===== src/rtl/sram_bridge_pkg.sv =====
// Shared types and constant helpers for the asynchronous SRAM bridge.
// Assumes: all timing values are non-negative integers in nanoseconds.
package sram_bridge_pkg;

    // Sequencer phases; each phase fixes the memory pin levels.
    typedef enum logic [2:0] {
        PH_IDLE    = 3'd0,
        PH_WSETUP  = 3'd1,
        PH_WSTROBE = 3'd2,
        PH_WHOLD   = 3'd3,
        PH_RACCESS = 3'd4,
        PH_RTURN   = 3'd5
    } phase_t;

    // Ceiling conversion of a nanosecond minimum into clock cycles.
    function automatic int ns_to_cyc(input int ns, input int period_ns);
        return (ns + period_ns - 1) / period_ns;
    endfunction

    function automatic int imax(input int a, input int b);
        return (a > b) ? a : b;
    endfunction

    // True for phases in which the chip is selected.
    function automatic logic phase_selects(input phase_t ph);
        return (ph == PH_WSETUP) || (ph == PH_WSTROBE) ||
               (ph == PH_WHOLD)  || (ph == PH_RACCESS);
    endfunction

endpackage


===== src/rtl/sram_seq.sv =====
// Phase sequencer for the SRAM bridge. One transfer at a time; every
// phase length is a cycle-count parameter (>= 1). Exposes both the
// current and next phase so pin drivers can register their outputs.
// Assumes: be_any is only meaningful when req is high in idle.
module sram_seq
    import sram_bridge_pkg::*;
#(
    parameter int SETUP_CYC  = 1,
    parameter int PULSE_CYC  = 6,
    parameter int HOLD_CYC   = 1,
    parameter int ACCESS_CYC = 7,
    parameter int TURN_CYC   = 3
) (
    input  logic   clk,
    input  logic   rst_n,
    input  logic   req,
    input  logic   wr,
    input  logic   be_any,
    output phase_t phase_q,
    output phase_t phase_d,
    output logic   accept,
    output logic   capture,
    output logic   ready,
    output logic   done
);
    localparam int MAX_CYC = imax(imax(SETUP_CYC, PULSE_CYC),
                                  imax(imax(HOLD_CYC, ACCESS_CYC), TURN_CYC));
    localparam int CNT_W   = $clog2(MAX_CYC + 1);

    localparam logic [CNT_W-1:0] SETUP_LD  = CNT_W'(SETUP_CYC - 1);
    localparam logic [CNT_W-1:0] PULSE_LD  = CNT_W'(PULSE_CYC - 1);
    localparam logic [CNT_W-1:0] HOLD_LD   = CNT_W'(HOLD_CYC - 1);
    localparam logic [CNT_W-1:0] ACCESS_LD = CNT_W'(ACCESS_CYC - 1);
    localparam logic [CNT_W-1:0] TURN_LD   = CNT_W'(TURN_CYC - 1);

    logic [CNT_W-1:0] cnt_q, cnt_d;
    logic             done_d;
    logic             expired;

    assign expired = (cnt_q == '0);
    assign ready   = (phase_q == PH_IDLE);
    assign accept  = ready && req;

    // Next phase, counter reload and end-of-transfer decision.
    always_comb begin
        phase_d = phase_q;
        cnt_d   = expired ? cnt_q : cnt_q - 1'b1;
        done_d  = 1'b0;
        capture = 1'b0;
        unique case (phase_q)
            PH_IDLE: begin
                if (accept) begin
                    if (!be_any) begin
                        done_d = 1'b1;
                    end else if (wr) begin
                        phase_d = PH_WSETUP;
                        cnt_d   = SETUP_LD;
                    end else begin
                        phase_d = PH_RACCESS;
                        cnt_d   = ACCESS_LD;
                    end
                end
            end
            PH_WSETUP: begin
                if (expired) begin
                    phase_d = PH_WSTROBE;
                    cnt_d   = PULSE_LD;
                end
            end
            PH_WSTROBE: begin
                if (expired) begin
                    phase_d = PH_WHOLD;
                    cnt_d   = HOLD_LD;
                end
            end
            PH_WHOLD: begin
                if (expired) begin
                    phase_d = PH_IDLE;
                    done_d  = 1'b1;
                end
            end
            PH_RACCESS: begin
                if (expired) begin
                    phase_d = PH_RTURN;
                    cnt_d   = TURN_LD;
                    capture = 1'b1;
                    done_d  = 1'b1;
                end
            end
            PH_RTURN: begin
                if (expired) begin
                    phase_d = PH_IDLE;
                end
            end
            default: phase_d = PH_IDLE;
        endcase
    end

    // State, counter and done pulse registers.
    always_ff @(posedge clk) begin
        if (!rst_n) begin
            phase_q <= PH_IDLE;
            cnt_q   <= '0;
            done    <= 1'b0;
        end else begin
            phase_q <= phase_d;
            cnt_q   <= cnt_d;
            done    <= done_d;
        end
    end

endmodule


===== src/rtl/sram_pins.sv =====
// Registered control-pin driver: decodes the sequencer's next phase so
// every memory strobe comes straight from a flop, aligned with the phase.
// Assumes: phase_d is the value the phase register loads on this edge.
module sram_pins
    import sram_bridge_pkg::*;
(
    input  logic   clk,
    input  logic   rst_n,
    input  phase_t phase_d,
    output logic   cs1_n,
    output logic   cs2,
    output logic   we_n,
    output logic   oe_n,
    output logic   dq_oe
);
    logic sel_nxt;
    assign sel_nxt = phase_selects(phase_d);

    // Chip selects, strobes and bus drive, deselected in reset.
    always_ff @(posedge clk) begin
        if (!rst_n) begin
            cs1_n <= 1'b1;
            cs2   <= 1'b0;
            we_n  <= 1'b1;
            oe_n  <= 1'b1;
            dq_oe <= 1'b0;
        end else begin
            cs1_n <= !sel_nxt;
            cs2   <= sel_nxt;
            we_n  <= !(phase_d == PH_WSTROBE);
            oe_n  <= !(phase_d == PH_RACCESS);
            dq_oe <= (phase_d == PH_WSTROBE);
        end
    end

endmodule


===== src/rtl/sram_lane.sv =====
// One byte lane: drives its active-low lane control from the next phase
// and captures its slice of the read bus, zeroing a disabled lane.
// Assumes: en_nxt is the lane enable valid for the next phase.
module sram_lane #(
    parameter int LANE_W = 8
) (
    input  logic              clk,
    input  logic              rst_n,
    input  logic              sel_nxt,
    input  logic              en_nxt,
    input  logic              en_q,
    input  logic              capture,
    input  logic [LANE_W-1:0] dq_in,
    output logic              bc_n,
    output logic [LANE_W-1:0] rd_byte
);
    // Lane control register, inactive in reset.
    always_ff @(posedge clk) begin
        if (!rst_n) bc_n <= 1'b1;
        else        bc_n <= !(sel_nxt && en_nxt);
    end

    // Read capture at the end of the access window.
    always_ff @(posedge clk) begin
        if (!rst_n)       rd_byte <= '0;
        else if (capture) rd_byte <= en_q ? dq_in : '0;
    end

endmodule


===== src/rtl/sram_async_bridge.sv =====
// Top of the clocked-host to asynchronous-SRAM bridge. Converts the
// nanosecond minima to clock counts, latches each accepted request and
// ties sequencer, pin driver and byte lanes together.
// Assumes: host raises req only while ready is high, holding fields that
// cycle; the memory bus is split into out/enable/in signals.
module sram_async_bridge
    import sram_bridge_pkg::*;
#(
    parameter int ADDR_W     = 18,
    parameter int LANE_W     = 8,
    parameter int LANES      = 2,
    parameter int CLK_NS     = 10,
    parameter int T_RC_NS    = 70,
    parameter int T_WC_NS    = 70,
    parameter int T_AA_NS    = 70,
    parameter int T_OE_NS    = 35,
    parameter int T_WP_NS    = 55,
    parameter int T_AW_NS    = 60,
    parameter int T_AS_NS    = 0,
    parameter int T_HZ_NS    = 25
) (
    input  logic                    clk,
    input  logic                    rst_n,
    input  logic                    req,
    input  logic                    wr,
    input  logic [ADDR_W-1:0]       addr,
    input  logic [LANES*LANE_W-1:0] wdata,
    input  logic [LANES-1:0]        be,
    output logic                    ready,
    output logic                    done,
    output logic [LANES*LANE_W-1:0] rdata,
    output logic [ADDR_W-1:0]       mem_addr,
    output logic                    mem_cs1_n,
    output logic                    mem_cs2,
    output logic                    mem_we_n,
    output logic                    mem_oe_n,
    output logic [LANES-1:0]        mem_bc_n,
    output logic [LANES*LANE_W-1:0] mem_dq_out,
    output logic                    mem_dq_oe,
    input  logic [LANES*LANE_W-1:0] mem_dq_in
);
    localparam int DATA_W     = LANES * LANE_W;
    localparam int SETUP_CYC  = imax(1, ns_to_cyc(T_AS_NS, CLK_NS));
    localparam int PULSE_CYC  = imax(ns_to_cyc(T_WP_NS, CLK_NS),
                                     ns_to_cyc(T_AW_NS, CLK_NS) - SETUP_CYC);
    localparam int HOLD_CYC   = imax(1, ns_to_cyc(T_WC_NS, CLK_NS) - SETUP_CYC - PULSE_CYC);
    localparam int ACCESS_CYC = imax(ns_to_cyc(T_RC_NS, CLK_NS),
                                     imax(ns_to_cyc(T_AA_NS, CLK_NS),
                                          ns_to_cyc(T_OE_NS, CLK_NS)));
    localparam int TURN_CYC   = imax(1, ns_to_cyc(T_HZ_NS, CLK_NS));

    phase_t              phase_q, phase_d;
    logic                accept, capture;
    logic [ADDR_W-1:0]   addr_q;
    logic [DATA_W-1:0]   wdata_q;
    logic [LANES-1:0]    be_q, be_nxt;
    logic                sel_nxt;

    assign be_nxt  = accept ? be : be_q;
    assign sel_nxt = phase_selects(phase_d);

    sram_seq #(
        .SETUP_CYC (SETUP_CYC),
        .PULSE_CYC (PULSE_CYC),
        .HOLD_CYC  (HOLD_CYC),
        .ACCESS_CYC(ACCESS_CYC),
        .TURN_CYC  (TURN_CYC)
    ) u_seq (
        .clk    (clk),
        .rst_n  (rst_n),
        .req    (req),
        .wr     (wr),
        .be_any (|be),
        .phase_q(phase_q),
        .phase_d(phase_d),
        .accept (accept),
        .capture(capture),
        .ready  (ready),
        .done   (done)
    );

    sram_pins u_pins (
        .clk    (clk),
        .rst_n  (rst_n),
        .phase_d(phase_d),
        .cs1_n  (mem_cs1_n),
        .cs2    (mem_cs2),
        .we_n   (mem_we_n),
        .oe_n   (mem_oe_n),
        .dq_oe  (mem_dq_oe)
    );

    // Request latch: address, data and lane enables held for the transfer.
    always_ff @(posedge clk) begin
        if (!rst_n) begin
            addr_q  <= '0;
            wdata_q <= '0;
            be_q    <= '0;
        end else if (accept && (|be)) begin
            addr_q  <= addr;
            wdata_q <= wdata;
            be_q    <= be;
        end
    end

    assign mem_addr   = addr_q;
    assign mem_dq_out = wdata_q;

    for (genvar l = 0; l < LANES; l++) begin : g_lane
        sram_lane #(.LANE_W(LANE_W)) u_lane (
            .clk    (clk),
            .rst_n  (rst_n),
            .sel_nxt(sel_nxt),
            .en_nxt (be_nxt[l]),
            .en_q   (be_q[l]),
            .capture(capture),
            .dq_in  (mem_dq_in[l*LANE_W +: LANE_W]),
            .bc_n   (mem_bc_n[l]),
            .rd_byte(rdata[l*LANE_W +: LANE_W])
        );
    end

endmodule


===== config.mk =====
export PLATFORM = sky130hd
export DESIGN_NAME = sram_async_bridge
export DESIGN_NICKNAME = d
export VERILOG_FILES = /design/src/rtl/sram_bridge_pkg.sv /design/src/rtl/sram_seq.sv /design/src/rtl/sram_pins.sv /design/src/rtl/sram_lane.sv /design/src/rtl/sram_async_bridge.sv
export SDC_FILE = /design/constraint.sdc
export NUM_CORES = 1
export LEC_CHECK = 0
export CORE_MARGIN = 2
export CORE_UTILIZATION = 47
export CTS_BUF_LIST = sky130_fd_sc_hd__clkbuf_4 sky130_fd_sc_hd__clkbuf_8 sky130_fd_sc_hd__clkbuf_16
export DETAILED_ROUTE_END_ITERATION = 16
export MAX_ROUTING_LAYER = met4
export PLACE_DENSITY = 0.85
export SLEW_MARGIN = 20
export SYNTH_ARGS = -nofsm -noshare
export SYNTH_HDL_FRONTEND = slang
export SYNTH_SLANG_ARGS = --single-unit

===== constraint.sdc =====
create_clock -name clk -period 3.21 [get_ports clk]
set_input_delay 0.642 -clock clk [delete_from_list [all_inputs] [get_ports clk]]
set_output_delay 0.642 -clock clk [all_outputs]
set_load 0.01 [all_outputs]

==> results.json <==
{
  "track_usage_pct": 21.29,
  "cts_tree": "done",
  "wl_um": 7204,
  "drtIter0Drc": 105,
  "instances_no_fill": 516,
  "place_hpwl_um": 5209,
  "r2r-start": "u_seq.phase_q[2]",
  "holdPathStages": 2,
  "fin_util_pct": 68.73,
  "finalCritPeriodShare_pct": 74.52,
  "vias": 2642,
  "die-width_um": 84.42,
  "num_rows": 29,
  "synth_cell_types": 46,
  "finalNetCount": 494,
  "wl_per_cell_um": 13.96,
  "worst_hold_path_type": "reg2reg",
  "grt_pass1_wl_um": 11890,
  "critPathLaunchType": "register",
  "rsz0062_at_grt": "false",
  "reg2regPathDepth": 5,
  "ir_worst_vdd_mv": 0.4617,
  "synth_top_area_share_pct": 43.47,
  "clockBufferDepth": 2,
  "cts_hold_buf": 0,
  "critical_path_class": "reg2out",
  "synth_edf_count": 0,
  "clk_pin_slew_ns": 0.07,
  "timing.final.max_slew_violations": 0,
  "insertion_delay_ns": 0.33,
  "setup_viol": 0,
  "drtPass1Iterations": 4,
  "outcome": "finished, final reports clean",
  "syn_to_final_growth_pct": 42.77,
  "syn_inst": 331,
  "max-slew-margin-rel_pct": 50.37,
  "drive_above_1_share_pct": 14.35,
  "grt_pass1_vias": 2583,
  "max_freq_mhz": 418.0,
  "cap_violations": 0,
  "critical_path.startpoint": "u_seq.phase_q[1]",
  "period_minus_slack_ns": 2.392,
  "worst-path-max-fanout": 19,
  "p_leak_nw": 1.578,
  "core_um2": 6314,
  "dp_cells": 500,
  "final_antenna_net_count": 0,
  "drc_errors": 0,
  "syn-cell-area_um2": 3039,
  "worstPathArrival_ns": 1.75,
  "gp_congestion": 0.8832,
  "finalHoldViolations": 0,
  "yosysWarnings": 0,
  "grt_max_degree": 48,
  "die_y_um": 84.42,
  "antenna_cells": 0,
  "worst_pin_slew_ns": 0.7443,
  "root_buffer": "clkbuf_8",
  "post_cts_resized": 0,
  "synth_seq_cells": 66,
  "fin_skew_ns": 0.007047,
  "pwr_density_cell_nw_per_um2": 691.6,
  "synth_area_leaders": "dfxtp_1, nand2_1, a21boi_2, a21boi_0, nand4_1",
  "io_pins": 115,
  "start_util_pct": 48.14,
  "cts_max_level": 3,
  "finalSetupTns_ns": 0,
  "hold_start": "mem_dq_out[8]",
  "yosysSeqAreaShare_pct": 43.47,
  "async_reset_ff_share_pct": 0,
  "synth.most_common_cell": "nand2_1",
  "synthFlopType": "dfxtp_1",
  "antenna_found_initial": 0,
  "cts_buffers": 9,
  "dieArea_um2": 7126,
  "viasPerCell": 5.120,
  "post_cts_buffers": 0,
  "numClockSinks": 66,
  "synth_top_area_cell": "dfxtp_1",
  "fill_cells": 521,
  "syn_area_per_cell_um2": 9.182,
  "cp-end-kind": "primary output",
  "port_buffers": 114,
  "overflow": 0,
  "netlist_top_cells_count": "nand2_1, dfxtp_1, a21boi_2, a21boi_0, nand4_1",
  "synth_nets": 391,
  "required_ns": 2.57
}
[where the power goes]
| part | switching (mW) | internal [mW] | total (mW) |
|---|---|---|---|
| clock | 0.293 | 0.427 | 0.719 |
| sequential | 0.140 | 0.960 | 1.10 |
| combinational | 0.595 | 0.586 | 1.18 |
[registers in the layout, summed over array words and instances, names as in the netlist, 2 cells and up]
signal / count
g_lane.u_lane.rd_byte: 16
mem_addr: 18
be_q: 2
u_seq.cnt_q: 3
u_seq.phase_q: 3
mem_dq_out: 16
g_lane.u_lane.bc_n: 2
[cell type report]
type | instances | area, um2 | area share, %
Clock buffer | 14 | 173.9 | 4.008
Clock inverter | 2 | 35.03 | 0.8074
Multi-Input combinational cell | 234 | 1520 | 35.03
Sequential cell | 66 | 1321 | 30.45
Timing Repair Buffer | 120 | 1181 | 27.22
Inverter | 3 | 11.26 | 0.2595
Tap cell | 77 | 96.34 | 2.220
[stage by stage]
step                      area [um2]  setup slack [ns]  power (mW)  hold WS (ns)
after CTS                       4339            0.7758       3.028        0.4677
after global routing            4339            0.6937       3.208        0.4828
after global placement          4130            0.7262       2.267        0.4455
final                           4339            0.8178       3.001        0.4656
after floorplan                 3039             1.388       1.916        0.4852
after detailed placement        4130            0.5772       2.304        0.4585
[final timing paths]
| check | to | slack, ns |
|---|---|---|
| max | ready | 0.82 |
| min | mem_dq_out[8] | 0.47 |
| max reg2reg | g_lane[0].u_lane.rd_byte[0] | 1.07 |
| min reg2reg | mem_dq_out[8] | 0.47 |
[cells by family after synthesis]
logic type      share of synthesized area (%)
compound gates                          21.16
fa+ha+maj                               1.976
mux                                     2.799
flops                                   43.47
buf+inv                                 6.504
simple gates                            23.51
xor+xnor                               0.5765
[cells in the final DEF (no fill, tap or decap), types with 2 or more instances in the layout]
cell type / synthesis / layout
clkdlybuf4s50_1: 0 / 113
nand2_1: 94 / 94
dfxtp_1: 66 / 66
a21boi_2: 30 / 30
a21boi_0: 23 / 23
nand4_1: 16 / 16
nor2_1: 11 / 11
clkbuf_8: 0 / 11
mux2i_1: 7 / 7
buf_4: 3 / 6
nor3b_1: 5 / 5
a21oi_1: 4 / 4
ha_1: 4 / 4
inv_1: 3 / 3
nor2b_1: 3 / 3
nand3b_1: 3 / 3
and3b_1: 3 / 3
clkbuf_4: 0 / 3
o21ai_2: 2 / 2
o21ai_0: 2 / 2
nand2b_1: 2 / 2
o21a_1: 2 / 2
o31a_1: 2 / 2
xnor2_1: 2 / 2
[per-layer routing]
metal / track usage [%] / vias up / routed length (um)
li1: - / 1322 / -
met1: 24.71 / 1216 / 3112
met2: 35.21 / 93 / 3497
met3: 4.818 / 11 / 464
met4: 9.524 / 0 / 129
met5: - / - / 0
[critical path: stages (launching register included)]
cell	delay, ns
dfxtp_1	0.52
nor3_1	0.33
clkdlybuf4s50_1	0.58
(Power assumes the default switching activity.)
